File: config.mk
export PLATFORM = sky130hd
export DESIGN_NAME = ext_bus_strobe_gen
export DESIGN_NICKNAME = d
export VERILOG_FILES = /design/src/rtl/esg_pkg.sv /design/src/rtl/esg_phase_ctrl.sv /design/src/rtl/esg_strobe_dp.sv /design/src/rtl/ext_bus_strobe_gen.sv
export SDC_FILE = /design/constraint.sdc
export NUM_CORES = 1
export LEC_CHECK = 0
export BUFFER_PORTS_ARGS = -buffer_cell sky130_fd_sc_hd__buf_2
export CORE_MARGIN = 1.5
export CORE_UTILIZATION = 41
export DETAILED_ROUTE_END_ITERATION = 10
export GPL_TIMING_DRIVEN = 0
export PLACE_DENSITY = 0.77
export SLEW_MARGIN = 20
export SYNTH_ARGS = -nofsm -noshare
export SYNTH_HDL_FRONTEND = slang
export SYNTH_SLANG_ARGS = --single-unit
File: constraint.sdc
create_clock -name clk -period 1.44 [get_ports clk]
set_input_delay 0.072 -clock clk [delete_from_list [all_inputs] [get_ports clk]]
set_output_delay 0.072 -clock clk [all_outputs]
set_load 0.01 [all_outputs]
File: src/rtl/esg_pkg.sv
package esg_pkg;

  // Phase windows decoded by the sequencer for the current phase
  typedef struct packed {
    logic aleWin;   // inside any latch-strobe window
    logic aleSkip;  // inside the window that a data access drops
    logic psenWin;  // inside any fetch-strobe window
    logic wrap;     // last phase of the machine cycle
  } strobe_t;

  // Flags latched at the machine-cycle boundary
  typedef struct packed {
    logic xdata;
    logic ctbl;
    logic ext;
    logic dis;
  } cyc_flags_t;

endpackage

File: src/rtl/esg_phase_ctrl.sv
module esg_phase_ctrl
  import esg_pkg::*;
#(
  parameter int unsigned CYC_LEN   = 12,
  parameter int unsigned SLOTS     = 2,
  parameter int unsigned ALE_OFS   = 0,
  parameter int unsigned ALE_LEN   = 2,
  parameter int unsigned PSEN_OFS  = 3,
  parameter int unsigned PSEN_LEN  = 3,
  parameter int unsigned SKIP_SLOT = 1
) (
  input  logic    clk,
  input  logic    rstN,
  output strobe_t strb
);

  localparam int unsigned SLOT_LEN = CYC_LEN / SLOTS;
  localparam int unsigned PH_W     = $clog2(CYC_LEN);
  localparam int unsigned LAST     = CYC_LEN - 1;

  logic [PH_W-1:0]  phase;
  int unsigned      phInt;
  logic [SLOTS-1:0] aleHit;
  logic [SLOTS-1:0] psenHit;

  assign phInt = 32'(phase);

  always_ff @(posedge clk) begin
    if (!rstN)               phase <= '0;
    else if (phInt == LAST)  phase <= '0;
    else                     phase <= phase + 1'b1;
  end

  // One window pair per slot; unsigned wrap keeps "before start" out of range
  for (genvar s = 0; s < SLOTS; s++) begin : g_slot
    localparam int unsigned BASE = s * SLOT_LEN;
    int unsigned aleRel;
    int unsigned psenRel;
    assign aleRel     = phInt - (BASE + ALE_OFS);
    assign psenRel    = phInt - (BASE + PSEN_OFS);
    assign aleHit[s]  = aleRel < ALE_LEN;
    assign psenHit[s] = psenRel < PSEN_LEN;
  end

  assign strb.aleWin  = |aleHit;
  assign strb.aleSkip = aleHit[SKIP_SLOT];
  assign strb.psenWin = |psenHit;
  assign strb.wrap    = (phInt == LAST);


  wrap_gap_chk: assert property (@(posedge clk) disable iff (!rstN)
    strb.wrap |=> !strb.wrap);


  ale_psen_disjoint_chk: assert property (@(posedge clk) disable iff (!rstN)
    !(strb.aleWin && strb.psenWin));

endmodule

File: src/rtl/esg_strobe_dp.sv
module esg_strobe_dp
  import esg_pkg::*;
#(
  parameter logic [7:0] SFR_ADDR = 8'h8E,
  parameter int unsigned DIS_BIT = 0
) (
  input  logic       clk,
  input  logic       rstN,
  input  strobe_t    strb,
  input  logic       xdataAcc,
  input  logic       codeTblRd,
  input  logic       extFetch,
  input  logic       sfrWe,
  input  logic [7:0] sfrAddr,
  input  logic [7:0] sfrWdata,
  output logic       aleOut,
  output logic       psenN
);

  logic       aleDis;
  cyc_flags_t cyc;
  logic       suppress;
  logic       aleNext;
  logic       psenNext;

  // Suppress bit, written through the register port
  always_ff @(posedge clk) begin
    if (!rstN)                              aleDis <= 1'b0;
    else if (sfrWe && sfrAddr == SFR_ADDR)  aleDis <= sfrWdata[DIS_BIT];
  end

  // Flags hold for a whole machine cycle
  always_ff @(posedge clk) begin
    if (!rstN)          cyc <= '0;
    else if (strb.wrap) cyc <= '{xdata: xdataAcc, ctbl: codeTblRd,
                                 ext: extFetch, dis: aleDis};
  end

  always_comb begin
    suppress = cyc.dis && !cyc.ext && !cyc.xdata && !cyc.ctbl;
    aleNext  = suppress | (strb.aleWin & ~(cyc.xdata & strb.aleSkip));
    psenNext = ~(strb.psenWin & cyc.ext & ~cyc.xdata);
  end

  always_ff @(posedge clk) begin
    if (!rstN) begin
      aleOut <= 1'b0;
      psenN  <= 1'b1;
    end else begin
      aleOut <= aleNext;
      psenN  <= psenNext;
    end
  end


  foreign_write_chk: assert property (@(posedge clk) disable iff (!rstN)
    (!sfrWe || sfrAddr != SFR_ADDR) |=> $stable(aleDis));


  flag_hold_chk: assert property (@(posedge clk) disable iff (!rstN)
    !strb.wrap |=> $stable(cyc));


  ale_parked_chk: assert property (@(posedge clk) disable iff (!rstN)
    (cyc.dis && !cyc.ext && !cyc.xdata && !cyc.ctbl) |=> aleOut);


  psen_internal_chk: assert property (@(posedge clk) disable iff (!rstN)
    (!cyc.ext && !strb.wrap) |=> psenN);

endmodule

File: src/rtl/ext_bus_strobe_gen.sv
module ext_bus_strobe_gen
  import esg_pkg::*;
(
  input  logic       clk,
  input  logic       rstN,
  input  logic       xdataAcc,
  input  logic       codeTblRd,
  input  logic       extFetch,
  input  logic       sfrWe,
  input  logic [7:0] sfrAddr,
  input  logic [7:0] sfrWdata,
  output logic       aleOut,
  output logic       psenN
);

  strobe_t strb;

  esg_phase_ctrl u_ctrl (
    .clk  (clk),
    .rstN (rstN),
    .strb (strb)
  );

  esg_strobe_dp u_dp (
    .clk       (clk),
    .rstN      (rstN),
    .strb      (strb),
    .xdataAcc  (xdataAcc),
    .codeTblRd (codeTblRd),
    .extFetch  (extFetch),
    .sfrWe     (sfrWe),
    .sfrAddr   (sfrAddr),
    .sfrWdata  (sfrWdata),
    .aleOut    (aleOut),
    .psenN     (psenN)
  );


  ale_width_chk: assert property (@(posedge clk) disable iff (!rstN)
    $rose(aleOut) |=> aleOut);


  psen_width_chk: assert property (@(posedge clk) disable iff (!rstN)
    $fell(psenN) |=> !psenN);


  strobe_excl_chk: assert property (@(posedge clk) disable iff (!rstN)
    !(aleOut && !psenN));

endmodule

-- Word level (Yosys, flattened, before mapping)
Cells that the tools add are included.
W data, S select, Z words.
- $add $sub $neg: 4
- multiply operators: 0
- divide/modulo/power cells: 0
- $lt $le $gt $ge: 4
- eq/ne operators: 2
- shifts and indexed selects: 0
- muxes and demuxes: 0
- bitwise gates (word level): 9
- reduce and logical (&&, ||, !) cells: 10
- operator list (operator ; number):
    $lt A32 B2 Y1 const B ; 3
    $eq A8 B8 Y1 const B ; 1
    $reduce_or A2 Y1 ; 3
    $sub A4 B2 Y5 const B ; 1
    $sub A4 B3 Y5 const B ; 1
    $sub A4 B4 Y5 const B ; 1
    $add A4 B1 Y4 const B ; 1
    $and A1 B1 Y1 ; 4
    $eq A4 B4 Y1 const B ; 1
    $logic_and A1 B1 Y1 ; 4
    $lt A4 B2 Y1 const B ; 1
    $not A1 Y1 ; 4
    $logic_not A1 Y1 ; 3
    $or A1 B1 Y1 ; 1
- bits in registers: 11
- latch bits: 0
- memory bits (writable): 0
- bits in read-only memories: 0
- bits of input ports: 22
- output and inout port bits: 2
- word-level logic and storage cells: 37
- memories: 0

-- Depth between registers and ports, before layout
Gate-level depths: netlist (run 1).
- depth in word-level cells: 6
- depth in mapped cells: 6
- gate-level depth less buffers: 6

-- Modules after synthesis
Synthesis (run 1) repeated with hierarchy kept, for this count alone.
- cell total of the unflattened synthesis: 66
- area, all modules: 629.4 um2
- by module, submodules not included (module ; times used ; cells an instance ; area each (um2)):
    esg_phase_ctrl ; 1 ; 39 ; 341.6
    esg_strobe_dp ; 1 ; 27 ; 287.8

-- Worst setup path before layout (run 1)
Ideal clock, no wire load.
- path kind: reg2reg
- start point: register u_ctrl.phase[1]
- end point: register u_dp.psenN
- library setup time: 132 ps
- arrival time: 1270 ps
- setup slack: 39 ps
- cell stages (with the launch flop): 6
- path buffers: 0
- clock period less this slack: 1401 ps
- path through: dfxtp_1 > inv_1 > ha_1 > xor2_1 > a2111oi_0 > a31oi_1
- word-level cells in the longest chain between the ends: 6
- elaborated cells on any way between the ends: 8
- those cells by class: 2 x add/sub; 2 x order compare; 3 x bitwise; 1 x reduce/logical
- RTL lines (element ; line ; text):
    start, declared ; esg_phase_ctrl.sv:21 ; logic [PH_W-1:0] phase;
    start signal, assigned ; esg_phase_ctrl.sv:31 ; else phase <= phase + 1'b1;
    $sub A4 B2 Y5 / $sub A4 B4 Y5 (equally long branches) ; esg_phase_ctrl.sv:40 ; assign psenRel = phInt - (BASE + PSEN_OFS);
    $lt A32 B2 Y1 ; esg_phase_ctrl.sv:42 ; assign psenHit[s] = psenRel < PSEN_LEN;
    $reduce_or A2 Y1 (*) ; esg_phase_ctrl.sv:47 ; assign strb.psenWin = |psenHit;
    $and A1 B1 Y1 (*) (2 in series) ; esg_strobe_dp.sv:42 ; psenNext = ~(strb.psenWin & cyc.ext & ~cyc.xdata);
    $not A1 Y1 (*) ; esg_strobe_dp.sv:42 ;
    end signal, assigned ; esg_strobe_dp.sv:51 ; psenN <= psenNext;
    end, declared ; esg_strobe_dp.sv:17 ; output logic psenN
Every way passes the cells marked *; elsewhere a longest branch is shown, timed or not.
A chain may end at the register's enable or synchronous reset.

-- Worst setup path after layout (run 1)
- start point: register u_ctrl.phase[0]
- end point: register u_dp.psenN
- word-level cells in the longest chain between the ends: 6
- elaborated cells on any way between the ends: 8
- those cells by class: 2 x add/sub; 2 x order compare; 3 x bitwise; 1 x reduce/logical
- RTL lines (element ; line ; text):
    $sub A4 B2 Y5 ; esg_phase_ctrl.sv:40 ;
    named net u_ctrl.g_slot[0].psenRel[0] ; esg_phase_ctrl.sv:38 ; int unsigned psenRel;
    $lt A32 B2 Y1 ; esg_phase_ctrl.sv:42 ;
    $reduce_or A2 Y1 ; esg_phase_ctrl.sv:47 ;
    $and A1 B1 Y1 (2 in series) ; esg_strobe_dp.sv:42 ;
    $not A1 Y1 ; esg_strobe_dp.sv:42 ;
The timed path passes the listed nets, and every way through them passes these cells.

==> qor.csv, run 1 <==
stage;metric;value;unit
die;die_h;42.2;um
grt;grt_pass1_wl;1980;um
sta;min_period_over_period;93.5;%
worst_setup_path;reg2reg_depth;5;
sta;skew;0.00245;ns
worst_setup_path;cp_num_buf_inv;1;
power;irDropWorstVdd;0.630;mV
grt;grt_max_degree;11;
sta;slew_viol_final;0;
worst_setup_path;worstSetupStartpoint;u_ctrl.phase[0];
clock_network;clockBufferDepth;2;
synth;yosysSeqAreaShare;34.9;%
synth;synth_top_cell_area_share;34.9;%
worst_setup_path;r2r_end;u_dp.psenN;
clock_network;cts_tree;done;
power;p_clk_share;33.5;%
clock_network;cts_setup_buffers;0;
routing;drtIter0Drc;7;
worst_setup_path;cpMaxStageDelayCell;dfxtp_4;
routing;wl_per_cell;11.8;um
worst_setup_path;regToRegStartpoint;u_ctrl.phase[0];
die;core;1370;sq um
synth;syn-num-nets;96;
sta;post-route-min-period;1.35;ns
power;combPwrFrac;15.3;%
worst_setup_path;path_cells;inv_1 -> ha_1 -> xor2_1 -> a2111oi_2 -> a31oi_1;
die;io_pins;24;
place;io_buffers;16;
worst_setup_path;cp_data_arrival_time;1.50;ns
sta;rsz0062_at_grt;no;
synth;synth_edf_count;0;
synth;syn_inst;66;
routing;vias;520;
sta;fmax;743;MHz
clock_network;cts.sinks;11;
sta;tightest_slew;0.325;ns
synth;synth_seq_cells;11;
clock_network;cts_buffers;3;
sta;finalHoldViolCount;0;
routing;wirelength;1190;um
worst_setup_path;critPathMaxFanout;6;
routing;drc;0;
cells_and_area;drive_gt1_share;32.6;%
cells_and_area;synthToLayoutAreaGrowth;22.0;%
power;power.density;832;nW/um^2
worst_setup_path;critical_path_class;register to register;
synth;post-synth-top-count-cell;dfxtp_1;
grt;grt_pass1_vias;516;
die;die_w;42.2;um
grt;antenna_found_initial;0;
cells_and_area;antenna_cells;0;
synth;async_flop_share;0;%
die;start_util;46.2;%
worst_setup_path;endpoint;u_dp.psenN;
sta;final.setup.worst_slack;0.0938;ns
power;p_int;466;uW
synth;synth.area.top_cells;dfxtp_1, ha_1, mux2i_1, nor2b_1, nand2_1;
routing;ant_nets;0;
flow_run;cap_violations;0;
synth;synthFlopType;dfxtp_1;
clock_network;cts_root_buf;clkbuf_4;
hold_path;hold_class;input pin to register;
worst_setup_path;cp-end-kind;register;
clock_network;insertion_delay;0.27;ns
power;leakage;0.000352;uW
status;status;complete, no violations;
sta;setup-tns-final;0;ns
clock_network;holdBufCountCts;0;
worst_setup_path;reg2reg_slack;0.09;ns
clock_network;htree_levels;1;
worst_setup_path;crit_family;compound AO/OA/AOI/OAI gates;
die;rows;13;
grt;grt_use_total;14.9;%
place;pre_cts_slack;-0.145;ns
power;p_seq_share;51.2;%
sta;finalSetupViolCount;0;
worst_setup_path;crit_path_start_kind;register;
synth;synth_common_cells;dfxtp_1, ha_1, nand2_1;
routing;first_pass_iters;4;
power;p_sw;175;uW
cells_and_area;nNetsFinal;117;
power;switching_share;27.3;%
place;globalplace.congestion;0.744;
worst_setup_path;required;1.60;ns
synth;synth_area_per_cell;9.55;sq um
routing;via_per_inst;5.15;
die;dieArea;1780;sq um
place;hpwl;950;um
worst_setup_path;critical-path-max-stage-delay;0.37;ns
synth;yosys_warnings;0;
synth;synth.cell_area;631;sq um
worst_setup_path;cp_num_cells;5;
synth;synth_cell_types;21;
sta;relSlewSlack;78.3;%
synth;yosys.area.top_type;dfxtp_1;
grt;grt_overflow;0;
clock_network;clkTransAtPathRegs;0.07;ns
==> worst min path at each step <==
| stage | startpoint | end | slack, ns | cells past startpoint |
|---|---|---|---|---|
| 3_3_place_gp | sfrWdata[0] | u_dp.aleDis | 0.30 | 3 |
| 2_1_floorplan | sfrWdata[0] | u_dp.aleDis | 0.21 | 2 |
| 3_5_place_dp | sfrWdata[0] | u_dp.aleDis | 0.30 | 3 |
| 5_1_grt | sfrWdata[0] | u_dp.aleDis | 0.04 | 3 |
| 4_1_cts | sfrWdata[0] | u_dp.aleDis | 0.02 | 3 |
| 6_report | sfrWdata[0] | u_dp.aleDis | 0.02 | 3 |
==> area by class of cell <==
cell class | count | area, sq um
Fill cell | 126 | 597
Multi-Input combinational cell | 50 | 397
Sequential cell | 11 | 226
Timing Repair Buffer | 16 | 80.1
Clock buffer | 3 | 22.5
Tap cell | 15 | 18.8
Inverter | 4 | 15.0
Clock inverter | 1 | 5.00
Buffer | 1 | 5.00
==> worst register-to-register path, stage by stage, from the launching register on <==
cell       delay (ns)
dfxtp_4          0.37
inv_1            0.08
ha_1             0.21
xor2_1           0.15
a2111oi_2        0.29
a31oi_1          0.12
==> metal layers <==
metal	vias up	GRT usage (%)	share of wire, %
met2	16	26.5	48
li1	269	-	-
met1	230	15.9	45
met3	5	3.88	3.7
met4	0	7.50	2.5
met5	-	0	0
==> power groups by stage <==
| stage | clock network (uW) | registers (uW) | logic, uW |
|---|---|---|---|
| 4_1_cts | 220 | 329 | 97.9 |
| 3_3_place_gp | 0 | 333 | 87.9 |
| 3_5_place_dp | 0 | 334 | 91.4 |
| 5_1_grt | 234 | 330 | 111 |
| 6_report | 214 | 328 | 97.9 |
| 2_1_floorplan | 0 | 332 | 55.1 |
==> state kept, by name, indices dropped and copies added, names as in the netlist <==
| name | flops |
|---|---|
| u_ctrl.phase | 4 |
| u_dp.cyc | 4 |
| u_dp.aleOut | 1 |
| u_dp.psenN | 1 |
| u_dp.aleDis | 1 |
==> stage by stage <==
stage / util, % / instance area (sq um) / total power (uW) / std cells / hold WS (ns)
finish: 56.3 / 769 / 640 / 101 / 0.0212
global route: 56.3 / 769 / 675 / 101 / 0.0404
CTS: 56.0 / 766 / 646 / 101 / 0.0207
detailed placement: 53.4 / 729 / 425 / 97 / 0.303
global placement: 53.4 / 729 / 421 / 97 / 0.298
floorplan: - / 631 / 387 / 66 / 0.209
==> timing repair <==
action                                 CTS  global route
pin swaps                                0             1
gates resized for setup                  5             2
endpoints found under the hold margin    0             0
setup endpoints to repair                1             3
==> cells by family (layout without fill, tap and decap cells) <==
logic type	count (synthesis)	count (layout)	share of synthesized area, %
flops	11	11	34.9
mux	6	6	9.52
compound gates	6	6	7.14
xor+xnor	3	3	4.17
fa+ha+maj	8	8	15.9
buf+inv	5	25	3.17
simple gates	27	27	25.2
==> cell usage in the layout, fill, tap and decap left out, types with 3 or more instances in the layout <==
cell | synthesis | layout
mux2i_1 | 6 | 6
inv_1 | 4 | 3
buf_2 | 1 | 17
nand2_1 | 8 | 8
nor2_1 | 5 | 5
ha_1 | 8 | 8
clkbuf_4 | 0 | 3
dfxtp_1 | 11 | 8
nor2b_1 | 7 | 7
No activity file was read; power rests on OpenSTA's default activity.
==> inputs of run 2 (changes only) <==
ABC_AREA = 1   (was unset)
CORE_UTILIZATION = 42   (was 41)
PLACE_DENSITY = 0.78   (was 0.77)
REMOVE_ABC_BUFFERS = 1   (was unset)
==> qor.csv, run 2 <==
stage;metric;value;unit;change
status;status;complete, no violations;;
place;hpwl;936;um;-1.5%
worst_setup_path;cp_data_arrival_time;1.42;ns;-0.08 ns
worst_setup_path;cp_common_cell;nand2_1;;
die;die_w;42.9;um;+1.6%
sta;tightest_slew;0.253;ns;-0.0720 ns
worst_setup_path;regToRegStartpoint;u_ctrl.phase[0];;
synth;synth_edf_count;0;;unchanged
worst_setup_path;critical-path-max-stage-delay;0.42;ns;+0.05 ns
clock_network;clkTransAtPathRegs;0.07;ns;about the same
sta;fmax;792;MHz;+6.7%
cells_and_area;drive_gt1_share;24.8;%;-7.8 points
synth;synth.cell_area;668;sq um;+6.0%
worst_setup_path;cp_num_cells;8;;+3
synth;yosysSeqAreaShare;33.0;%;-2.0 points
die;rows;14;;+1
die;die_h;42.9;um;+1.6%
grt;grt_overflow;0;;unchanged
die;core;1490;sq um;+9.0%
clock_network;cts_tree;done;;
worst_setup_path;crit_family;flip-flops;;
clock_network;cts.sinks;11;;unchanged
hold_path;whs_path_depth;3;;unchanged
worst_setup_path;path_cells;ha_1 -> inv_1 -> nand2_4 -> nand2_2 -> nor2_2 -> nand3_1 -> nand2_1 -> nand2_1;;
synth;yosys.area.top_type;dfxtp_1;;
flow_run;cap_violations;0;;unchanged
sta;final.setup.worst_slack;0.178;ns;+0.0843 ns
synth;synth_cell_types;17;;-19%
power;leakage;0.000408;uW;+16%
synth;syn_inst;97;;+47%
clock_network;cts_setup_buffers;0;;unchanged
routing;first_pass_iters;4;;unchanged
power;power;639;uW;-0.22%
power;p_sw;169;uW;-3.5%
synth;synthFlopType;dfxtp_1;;
cells_and_area;fin_cells;133;;+32%
synth;synth_common_cells;nand2_1, nor2_1, inv_1;;
clock_network;cts_root_buf;clkbuf_4;;
synth;synth_top_cell_area_share;33.0;%;-2.0 points
routing;via_per_inst;4.81;;-6.5%
power;p_clk_share;31.6;%;-1.9 points
synth;synth.area.mux_share;0;%;-9.5 points
clock_network;cts_buffers;3;;unchanged
die;dieArea;1840;sq um;+3.2%
power;p_seq_share;51.2;%;about the same
cells_and_area;top_regs;u_ctrl.phase x4, u_dp.cyc x4;;
power;p_int;470;uW;+1.0%
sta;relSlewSlack;83.1;%;+4.8 points
worst_setup_path;critical_path_class;register to register;;
clock_network;clockBufferDepth;2;;unchanged
place;dpl-instance-area;768;sq um;+5.3%
worst_setup_path;worstSetupStartpoint;u_ctrl.phase[0];;
grt;grt_pass1_wl;2010;um;+1.4%
routing;wl_per_cell;8.74;um;-26%
cells_and_area;antenna_cells;0;;unchanged
synth;synth_seq_cells;11;;unchanged
power;combPwrFrac;17.2;%;+1.9 points
routing;drtIter0Drc;7;;unchanged
place;io_buffers;16;;unchanged
synth;synth_top_family_by_area;simple AND/OR/NAND/NOR gates;;
clock_network;insertion_delay;0.26;ns;about the same
place;globalplace.congestion;0.849;;+14%
sta;post-route-min-period;1.26;ns;-0.0843 ns
cells_and_area;synthToLayoutAreaGrowth;19.3;%;
worst_setup_path;r2r_end;u_dp.psenN;;
sta;finalSetupViolCount;0;;unchanged
worst_setup_path;cpMaxStageDelayCell;dfxtp_1;;
synth;yosys_warnings;0;;unchanged
synth;yosys.area_share.simple;36.5;%;+11 points
place;pre_cts_slack;0.105;ns;+0.250 ns
worst_setup_path;endpoint;u_dp.psenN;;
clock_network;holdBufCountCts;0;;unchanged
worst_setup_path;reg2reg_depth;8;;+3
power;power.density;802;nW/um^2;-3.7%
clock_network;htree_levels;1;;unchanged
synth;synth_fa_ha_area_share;15.0;%;-0.89 points
grt;antenna_found_initial;0;;unchanged
synth;synth-compound-area-share;5.24;%;-1.9 points
routing;ant_nets;0;;unchanged
cells_and_area;final_cell_mix;nor2_1, nand2_1, buf_2, inv_1, dfxtp_1;;
grt;grt_most_used_layer;met2;;
worst_setup_path;critPathMaxFanout;6;;unchanged
synth;synth.area.top_cells;dfxtp_1, ha_1, nand2_1, nor2_1, inv_1;;
routing;wirelength;1160;um;-2.1%
synth;synth_xor_area_share;1.31;%;-2.9 points
sta;finalHoldViolCount;0;;unchanged
cells_and_area;nFillCells;138;;+9.5%
grt;grt_pass1_vias;516;;unchanged
sta;skew;0.0108;ns;+0.00838 ns
worst_setup_path;cp_num_buf_inv;1;;unchanged
sta;setup-tns-final;0;ns;unchanged
grt;grtUsageMet1;16.5;%;+0.57 points
sta;slew_viol_final;0;;unchanged
synth;async_flop_share;0;%;unchanged
synth;synth_area_per_cell;6.89;sq um;-28%
cells_and_area;fin_area;797;sq um;+3.6%
sta;rsz0062_at_grt;no;;
worst_setup_path;required;1.60;ns;about the same
worst_setup_path;reg2reg_slack;0.18;ns;+0.08 ns
power;switching_share;26.4;%;-0.89 points
cells_and_area;nNetsFinal;148;;+26%
worst_setup_path;cp-end-kind;register;;
grt;use_met3;5.11;%;+1.2 points
worst_setup_path;crit_path_start_kind;register;;
grt;grt_max_degree;10;;-1
routing;vias;640;;+23%
grt;grt_use_total;14.2;%;-0.62 points
die;start_util;44.9;%;-1.3 points
sta;min_period_over_period;87.6;%;-5.9 points
grt;met2_usage;24.5;%;-1.9 points
die;io_pins;24;;unchanged
hold_path;hold_class;input pin to register;;
routing;drc;0;;unchanged
power;irDropWorstVdd;0.473;mV;-25%
place;dp.cells;129;;+33%
-- run 2: cell types whose count changed after synthesis, sizes merged, moves of 4 or more --
cell / previous run / this run
nor2: 5 / 22
nand2: 8 / 24
inv: 4 / 16
nor2b: 7 / 0
mux2i: 6 / 0
o21ai: 1 / 5
-- run 2: worst min-delay path, cell delays in order --
cell and delay [ns]:
buf_2 0.07, o21ai_1 0.06, nor2_1 0.08
-- run 2: final cells by class --
cell class	instances	area, sq um	area share, %
Inverter	16	60.1	7.54
Timing Repair Buffer	16	80.1	10.0
Tap cell	16	20.0	2.51
Clock buffer	4	26.3	3.30
Multi-Input combinational cell	70	388	48.7
Sequential cell	11	223	27.9
-- run 2: cell families (layout without fill, tap and decap cells) --
family                     count (synthesis)  after routing
AOI/OAI and AO/OA                          7              7
xor gates and xnor gates                   1              1
adders and majority gates                  8              8
buffers and inverters                     16             36
DFF                                       11             11
and+or+nand+nor                           54             54
-- run 2: worst min-delay path by stage --
stage | from | to | slack [ns]
finish | xdataAcc | u_dp.cyc[3] | 0.05
global route | codeTblRd | u_dp.cyc[2] | 0.06
CTS | xdataAcc | u_dp.cyc[3] | 0.04
detailed placement | xdataAcc | u_dp.cyc[3] | 0.31
global placement | codeTblRd | u_dp.cyc[2] | 0.31
floorplan | rstN | u_dp.aleDis | 0.19
-- run 2: power by group through the flow --
stage                     registers, uW  logic (uW)  clock network, uW
after floorplan                     332        72.3                  0
after global placement              333         106                  0
after detailed placement            333         112                  0
after CTS                           326         112                208
after global routing                329         129                229
final                               327         110                202
-- run 2: timing repair --
item,CTS,global route
endpoints found under the setup margin,0,1
hold endpoints to repair,0,0
resized for setup,0,2
-- run 2: metal layers --
metal	vias to the layer above	wire, um
met1	283	527
met3	0	55
li1	339	-
met5	-	0
met2	18	579
met4	0	0
-- run 2: metrics by stage --
step	util [%]	hold slack, ns
floorplan	-	0.193
global placement	51.6	0.306
detailed placement	51.6	0.312
CTS	53.4	0.0440
global route	53.5	0.0550
finish	53.5	0.0495
